### src/rtl/e1_crc4_pkg.sv
package e1_crc4_pkg;

  // Strobes from the control half to the datapath half
  typedef struct packed {
    logic       clear;    // alignment absent: drop state
    logic       accum;    // bit belongs to a tracked sub-multiframe
    logic       cSlot;    // bit is a check-bit position
    logic [1:0] cIdx;     // which check bit (0 = most significant)
    logic       smfEnd;   // last bit of a tracked sub-multiframe
    logic       compare;  // a reference CRC exists for this one
    logic       mfEnd;    // last bit of frame 15 while aligned
  } crcStrobe_t;

  localparam logic [3:0] CRC4_TAPS = 4'b0011;

  function automatic logic [3:0] crc4Step(input logic [3:0] r, input logic d);
    logic fb;
    fb = r[3] ^ d;
    return {r[2:0], 1'b0} ^ (fb ? CRC4_TAPS : 4'b0000);
  endfunction

endpackage

### src/rtl/e1_crc4_ctrl.sv
module e1_crc4_ctrl
  import e1_crc4_pkg::*;
#(
  parameter int FRAME_BITS = 256,
  parameter int POS_W      = $clog2(FRAME_BITS)
) (
  input  logic             clk,
  input  logic             rstN,
  input  logic             alignValid,
  input  logic [POS_W-1:0] bitPos,
  input  logic [3:0]       frameNum,
  output crcStrobe_t       strb
);

  localparam logic [POS_W-1:0] LAST_POS = POS_W'(FRAME_BITS - 1);

  logic inSmf;
  logic prevValid;
  logic atStart;
  logic atEnd;
  logic live;

  always_comb begin
    atStart = alignValid && (bitPos == '0) && (frameNum[2:0] == 3'd0);
    atEnd   = alignValid && (bitPos == LAST_POS) && (frameNum[2:0] == 3'd7);
    live    = alignValid && (inSmf || atStart);

    strb.clear   = !alignValid;
    strb.accum   = live;
    strb.cSlot   = live && (bitPos == '0) && !frameNum[0];
    strb.cIdx    = frameNum[2:1];
    strb.smfEnd  = live && atEnd;
    strb.compare = live && atEnd && prevValid;
    strb.mfEnd   = atEnd && frameNum[3];
  end

  always_ff @(posedge clk or negedge rstN) begin
    if (!rstN) begin
      inSmf     <= 1'b0;
      prevValid <= 1'b0;
    end else if (!alignValid) begin
      inSmf     <= 1'b0;
      prevValid <= 1'b0;
    end else begin
      if (atStart) inSmf <= 1'b1;
      if (live && atEnd) prevValid <= 1'b1;
    end
  end

endmodule

### src/rtl/e1_crc4_datapath.sv
module e1_crc4_datapath
  import e1_crc4_pkg::*;
#(
  parameter int CNT_W  = 16,
  parameter int PEND_W = 3
) (
  input  logic             clk,
  input  logic             rstN,
  input  logic             rxBit,
  input  crcStrobe_t       strb,
  output logic             smfErr,
  output logic [CNT_W-1:0] errCount,
  output logic             eBitFirst,
  output logic             eBitSecond
);

  localparam logic [PEND_W:0]   PEND_MAX = (PEND_W+1)'((1 << PEND_W) - 1);
  localparam logic [PEND_W:0]   TWO      = (PEND_W+1)'(2);
  localparam logic [CNT_W-1:0]  CNT_MAX  = {CNT_W{1'b1}};

  logic [3:0]        crcAcc;
  logic [3:0]        refCrc;
  logic [3:0]        rxCheck;
  logic [PEND_W-1:0] pend;

  logic              dIn;
  logic [3:0]        crcNext;
  logic              mismatch;
  logic [PEND_W:0]   avail;
  logic [PEND_W:0]   taken;
  logic [PEND_W:0]   left;
  logic [PEND_W:0]   keep;

  always_comb begin
    dIn      = strb.cSlot ? 1'b0 : rxBit;
    crcNext  = crc4Step(crcAcc, dIn);
    mismatch = strb.compare && (rxCheck != refCrc);
    avail    = {1'b0, pend} + {{PEND_W{1'b0}}, mismatch};
    taken    = (avail >= TWO) ? TWO : avail;
    left     = strb.mfEnd ? (avail - taken) : avail;
    keep     = (left > PEND_MAX) ? PEND_MAX : left;
  end

  always_ff @(posedge clk or negedge rstN) begin
    if (!rstN) begin
      crcAcc     <= '0;
      refCrc     <= '0;
      rxCheck    <= '0;
      pend       <= '0;
      smfErr     <= 1'b0;
      errCount   <= '0;
      eBitFirst  <= 1'b1;
      eBitSecond <= 1'b1;
    end else begin
      smfErr <= mismatch;
      if (mismatch && (errCount != CNT_MAX)) errCount <= errCount + 1'b1;

      if (strb.clear) begin
        crcAcc     <= '0;
        pend       <= '0;
        eBitFirst  <= 1'b1;
        eBitSecond <= 1'b1;
      end else begin
        if (strb.accum) crcAcc <= strb.smfEnd ? 4'b0000 : crcNext;
        if (strb.smfEnd) refCrc <= crcNext;
        if (strb.cSlot) rxCheck[2'd3 - strb.cIdx] <= rxBit;
        if (strb.mfEnd) begin
          eBitFirst  <= (avail == '0);
          eBitSecond <= (avail < TWO);
        end
        pend <= keep[PEND_W-1:0];
      end
    end
  end

endmodule

### src/rtl/e1_crc4_monitor.sv
module e1_crc4_monitor
  import e1_crc4_pkg::*;
#(
  parameter int FRAME_BITS = 256,
  parameter int POS_W      = $clog2(FRAME_BITS),
  parameter int CNT_W      = 16,
  parameter int PEND_W     = 3
) (
  input  logic             clk,
  input  logic             rstN,
  input  logic             rxBit,
  input  logic [POS_W-1:0] bitPos,
  input  logic [3:0]       frameNum,
  input  logic             alignValid,
  output logic             smfErr,
  output logic [CNT_W-1:0] errCount,
  output logic             eBitFirst,
  output logic             eBitSecond
);

  crcStrobe_t strb;

  e1_crc4_ctrl #(
    .FRAME_BITS(FRAME_BITS),
    .POS_W     (POS_W)
  ) u_ctrl (
    .clk       (clk),
    .rstN      (rstN),
    .alignValid(alignValid),
    .bitPos    (bitPos),
    .frameNum  (frameNum),
    .strb      (strb)
  );

  e1_crc4_datapath #(
    .CNT_W (CNT_W),
    .PEND_W(PEND_W)
  ) u_dp (
    .clk       (clk),
    .rstN      (rstN),
    .rxBit     (rxBit),
    .strb      (strb),
    .smfErr    (smfErr),
    .errCount  (errCount),
    .eBitFirst (eBitFirst),
    .eBitSecond(eBitSecond)
  );

endmodule

### config.mk
export PLATFORM = sky130hd
export DESIGN_NAME = e1_crc4_monitor
export DESIGN_NICKNAME = d
export VERILOG_FILES = /design/src/rtl/e1_crc4_pkg.sv /design/src/rtl/e1_crc4_ctrl.sv /design/src/rtl/e1_crc4_datapath.sv /design/src/rtl/e1_crc4_monitor.sv
export SDC_FILE = /design/constraint.sdc
export NUM_CORES = 1
export LEC_CHECK = 0
export ABC_AREA = 1
export BUFFER_PORTS_ARGS = -buffer_cell sky130_fd_sc_hd__buf_2
export CAP_MARGIN = 10
export CORE_AREA = 2 2 62 79
export CTS_CLUSTER_SIZE = 16
export DETAILED_ROUTE_END_ITERATION = 8
export DIE_AREA = 0 0 64 81
export GPL_TIMING_DRIVEN = 0
export PLACE_DENSITY = 0.76
export SKIP_LAST_GASP = 1
export SYNTH_ARGS = -nofsm -noshare
export SYNTH_HDL_FRONTEND = slang
export SYNTH_HIERARCHICAL = 1
export SYNTH_SLANG_ARGS = --single-unit
### constraint.sdc
create_clock -name clk -period 7.2 [get_ports clk]
set_clock_uncertainty 0.15 [all_clocks]
set_input_delay 0.36 -clock clk [delete_from_list [all_inputs] [get_ports clk]]
set_output_delay 0.36 -clock clk [all_outputs]
set_load 0.01 [all_outputs]
==> summary by stage <==
Outcome
The run finished, with violations left. The checks that failed: negative hold slack.

Yosys
The main combinational cell family by area after synthesis is simple AND/OR/NAND/NOR gates. The number of warnings printed during yosys synthesis is 6. The area fraction in and, or, nand and nor cells after synthesis is 38.1%. The adder and majority gate portion of the synthesized area is 2.32%.

Multiplexer cells account for 0% of the synthesized area. The post-synthesis compound-gate area fraction is 5.23%. The mean area per synthesized cell is 7.20 um2. When the netlist entered floorplanning its net count stood at 319. Summing the areas of all xor and xnor instances in the mapped netlist gives 4.07% of the synthesized area. After synthesis the cells add up to 2150 um2. The distinct cell type count of the synthesized netlist is 25.

The sequential share of the synthesized area is 42.0%. The register bit count reported by yosys is 36. The cell count after synthesis is 299.

GRT
The total track usage is 19.4%. The number of antenna violations at the first check in global routing is 0. The via count of the first global-routing pass is 1,874. Global routing finished with a remaining overflow of 0.

The wire length of the first global-routing pass is 7860 um. The largest net degree at the start of global routing is 37.

Timing
Timing would allow up to 348 MHz. Setup repair after global routing left no endpoint under its margin. The number of hold violations in the final report is 4. The tightest hold path in the finished design has a slack of -2.30 ps. Setup violations remaining at the end of the flow were counted as 0. In the final timing run, aggregate negative setup slack is 0 ps. The time the final worst path needs with I/O delays and setup is 2880 ps. At the pin with the least slew margin, the transition time is 777 ps.

The share of the cycle needed by the critical path after routing is 40.0%. In this run the tightest slew margin relative to its limit is 48.2%. The count of final max-slew check failures is 0.

Worst setup path
The most used cell along the critical path is sky130_fd_sc_hd__nand2_1. STA classifies the critical path endpoint as a register. The kind of critical path is input port to register. The signal on the critical path passes through buf_2, nor2_1, nand2_1, nor2_2, nand2_2, nand2_2, nand2_2, nor2_2, buf_1, nand2_1, inv_1, ha_1, ha_1, xnor2_1, nand2_1, nand2_1, ha_1, nor2_1, xor2_1, a21oi_1. The standard cell with the maximum stage delay on the critical path is sky130_fd_sc_hd__buf_1. The number of buffer and inverter stages on the critical path is 3. Along the worst path, the maximum fanout reaches 9. Data on the critical path arrives at its endpoint at 2880 ps. The startpoint class of the critical path is an input port.

The largest incremental delay on the critical path is 370 ps. At the worst endpoint, the required time is 7210 ps. The cell family with the largest share of critical-path delay is simple AND/OR/NAND/NOR gates.

Die
The floorplan has 28 rows. The placeable core region is 4520 um2. The overall die area is 5180 um2. The number of placed I/O pins is 35.

For this configuration, the core starts out at a cell density of 47.6%. The width of the die is 64 um. The height of the die is 81 um.

CTS
Hold repair after CTS inserted 0 buffers. The clock network latency to the later pin of the worst-skew pair is 290 ps. The number of buffers inserted during clock tree synthesis is 5.

The number of setup buffers added after CTS is 0. No sink is reached through more buffers than the 2 on the longest clock path. The clock tree from TritonCTS is built. Clock-pin slew was measured on the worst setup and hold paths at 60 ps.

After clock tree synthesis, the repair step resized 0 gates. The clock tree root driver cell is sky130_fd_sc_hd__clkbuf_8. The clock sink total is 36. The H-tree depth is 2.

Power
The net switching power is 0.0790 mW. The overall power of the completed layout is 0.365 mW. In this run, the combinational gates consume 4.3% of the power. The part of the total power dissipated in sequential elements is 55.5%. IR analysis of the VDD net gives a maximum drop of 0.103 mV.

The portion of total power attributed to the clock network is 40.3%. Net switching is 21.7% of the power. For this design the ratio of total power to cell area is 147 nW/um2. The total leakage power is 1.28 nW. The internal power is 0.286 mW.

Layout
In the final layout, the share of cells above drive strength 1 is 17.6%. The number of fill cells in the layout is 434. The final net count is 360. The total inserted antenna cells is 0. Summing all non-filler instances in the final layout gives an area of 2490 um2.

The layout overhead on the synthesized area is 15.6%.

Placed design
The number of input and output port buffers inserted is 34. The placer congestion estimate is 0.823. After detailed placement, the total cell area comes to 2400 um2. Once detailed placement completed, the half-perimeter wirelength came to 3320 um.

Detailed routing
The average vias per placed instance is 4.89. After detailed routing, the number of remaining DRC violations is 0. In the final routed layout, each cell accounts on average for 10.9 um. The detailed-route wire length is 4370 um. Before antenna repair, the detailed router went through 4 iterations. The detailed-route via count is 1,962. The number of violations reported at the end of detailed-routing iteration 0 is 157. In this run the remaining antenna-violating nets after routing total 0.

Worst hold path
The min-delay analysis places its worst path in the category input port to asynchronous set/reset pin.

Job
Across the run, the number of max-cap violations was 0.
[power by group through the flow]
| stage | Clock [mW] | Combinational (mW) | Sequential, mW |
|---|---|---|---|
| after global routing | 0.162 | 0.0182 | 0.202 |
| after floorplan | 0 | 0.00572 | 0.206 |
| after CTS | 0.152 | 0.0161 | 0.202 |
| final | 0.147 | 0.0155 | 0.202 |
| after global placement | 0 | 0.0158 | 0.206 |
| after detailed placement | 0 | 0.0161 | 0.206 |
[cell usage in the layout, fill, tap and decap left out]
cell / instances
sky130_fd_sc_hd__clkbuf_8: 6
sky130_fd_sc_hd__buf_2: 34
sky130_fd_sc_hd__nand2_2: 4
sky130_fd_sc_hd__buf_1: 1
sky130_fd_sc_hd__nand4_1: 13
sky130_fd_sc_hd__inv_2: 1
sky130_fd_sc_hd__dfstp_2: 2
sky130_fd_sc_hd__nand3_4: 1
sky130_fd_sc_hd__inv_1: 34
sky130_fd_sc_hd__nor2_1: 28
sky130_fd_sc_hd__nand2_1: 114
sky130_fd_sc_hd__o21ai_0: 15
sky130_fd_sc_hd__buf_8: 1
sky130_fd_sc_hd__nor3b_1: 1
sky130_fd_sc_hd__nand4_4: 1
sky130_fd_sc_hd__buf_4: 3
sky130_fd_sc_hd__conb_1: 1
sky130_fd_sc_hd__ha_1: 4
sky130_fd_sc_hd__xor2_1: 5
sky130_fd_sc_hd__nor2_2: 5
sky130_fd_sc_hd__dfrtp_1: 34
sky130_fd_sc_hd__a21oi_1: 5
sky130_fd_sc_hd__nand3_1: 16
sky130_fd_sc_hd__xnor2_1: 5
sky130_fd_sc_hd__nor2_4: 2
sky130_fd_sc_hd__o22ai_1: 2
sky130_fd_sc_hd__clkbuf_1: 3
[Yosys cell counts (all sizes together)]
master	number	area [um2]
nand4	14	103
xor2	5	43.8
nor2	35	159
a21oi	5	25.0
nand3	17	97.6
buf	5	41.3
nand2	118	453
conb	1	3.75
ha	4	50.1
inv	35	131
xnor2	5	43.8
clkbuf	1	3.75
o22ai	2	12.5
o21ai	15	75.1
dfstp	2	52.6
dfrtp	34	851
nor3b	1	7.51
[per-layer routing]
metal / routed length [um] / part of all wire [%] / vias up / track usage (%)
met2: 2260 / 52 / 40 / 35.3
met4: 87 / 2.0 / 0 / 8.70
met1: 1810 / 42 / 896 / 21.0
met3: 207 / 4.7 / 8 / 5.12
met5: 0 / 0 / - / 0
li1: - / - / 1018 / -
[registers in the layout, summed over array words and instances (netlist names)]
name and cells:
u_dp/crcAcc 4, u_dp/eBitSecond 1, u_dp/refCrc 4, u_dp/eBitFirst 1, u_dp/errCount 16, u_ctrl/prevValid 1, u_ctrl/inSmf 1, u_dp/smfErr 1
u_dp/pend 3, u_dp/rxCheck 4
[area by class of cell]
cell class                 count  area, um2  area share, %
clock buffer                   8       90.1           3.62
multi-input combinational    222       1070           43.1
tap                           60       75.1           3.02
inverter                      35        131           5.28
timing repair buffer          34        170           6.84
sequential                    36        903           36.3
buffer                         6       45.0           1.81
[final timing paths]
| kind | startpoint | endpoint | slack (ps) | depth (start not counted) |
|---|---|---|---|---|
| worst max-delay path | bitPos[1] | u_dp/pend[2]$_DFF_PN0_ | 4320 | 20 |
| worst min-delay path | rstN | u_dp/errCount[9]$_DFFE_PN0P_ | -2 | 1 |
| worst max register to register | u_ctrl/inSmf$_DFFE_PN0P_ | u_dp/pend[2]$_DFF_PN0_ | 4430 | 16 |
| worst min register to register | u_ctrl/prevValid$_DFFE_PN0P_ | u_ctrl/prevValid$_DFFE_PN0P_ | 340 | 2 |
| max in group asynchronous | rstN | u_dp/refCrc[1]$_DFFE_PN0P_ | 6410 | 1 |
| min in group clk | alignValid | u_ctrl/prevValid$_DFFE_PN0P_ | 190 | 3 |
[logic make-up (layout without fill, tap and decap cells)]
family                   count (synthesis)  in the layout
AO/OA/AOI/OAI                           22             22
XOR/XNOR                                10             10
adder cells (fa/ha/maj)                  4              4
buffers and inverters                   41             83
flip-flops                              36             36
other                                    1              1
AND/OR/NAND/NOR                        185            185
[through the flow]
| stage | std cells | worst slack (ps) | util (%) | hold WS, ps |
|---|---|---|---|---|
| 2_1_floorplan | 299 | 4460 | - | -85.6 |
| 3_3_place_gp | 393 | 4090 | 53.1 | 315 |
| 3_5_place_dp | 393 | 4020 | 53.1 | 331 |
| 4_1_cts | 401 | 4300 | 55.1 | 28.6 |
| 5_1_grt | 401 | 4070 | 55.1 | 61.3 |
| 6_report | 401 | 4320 | 55.1 | -2.30 |
(Power assumes the default switching activity.)
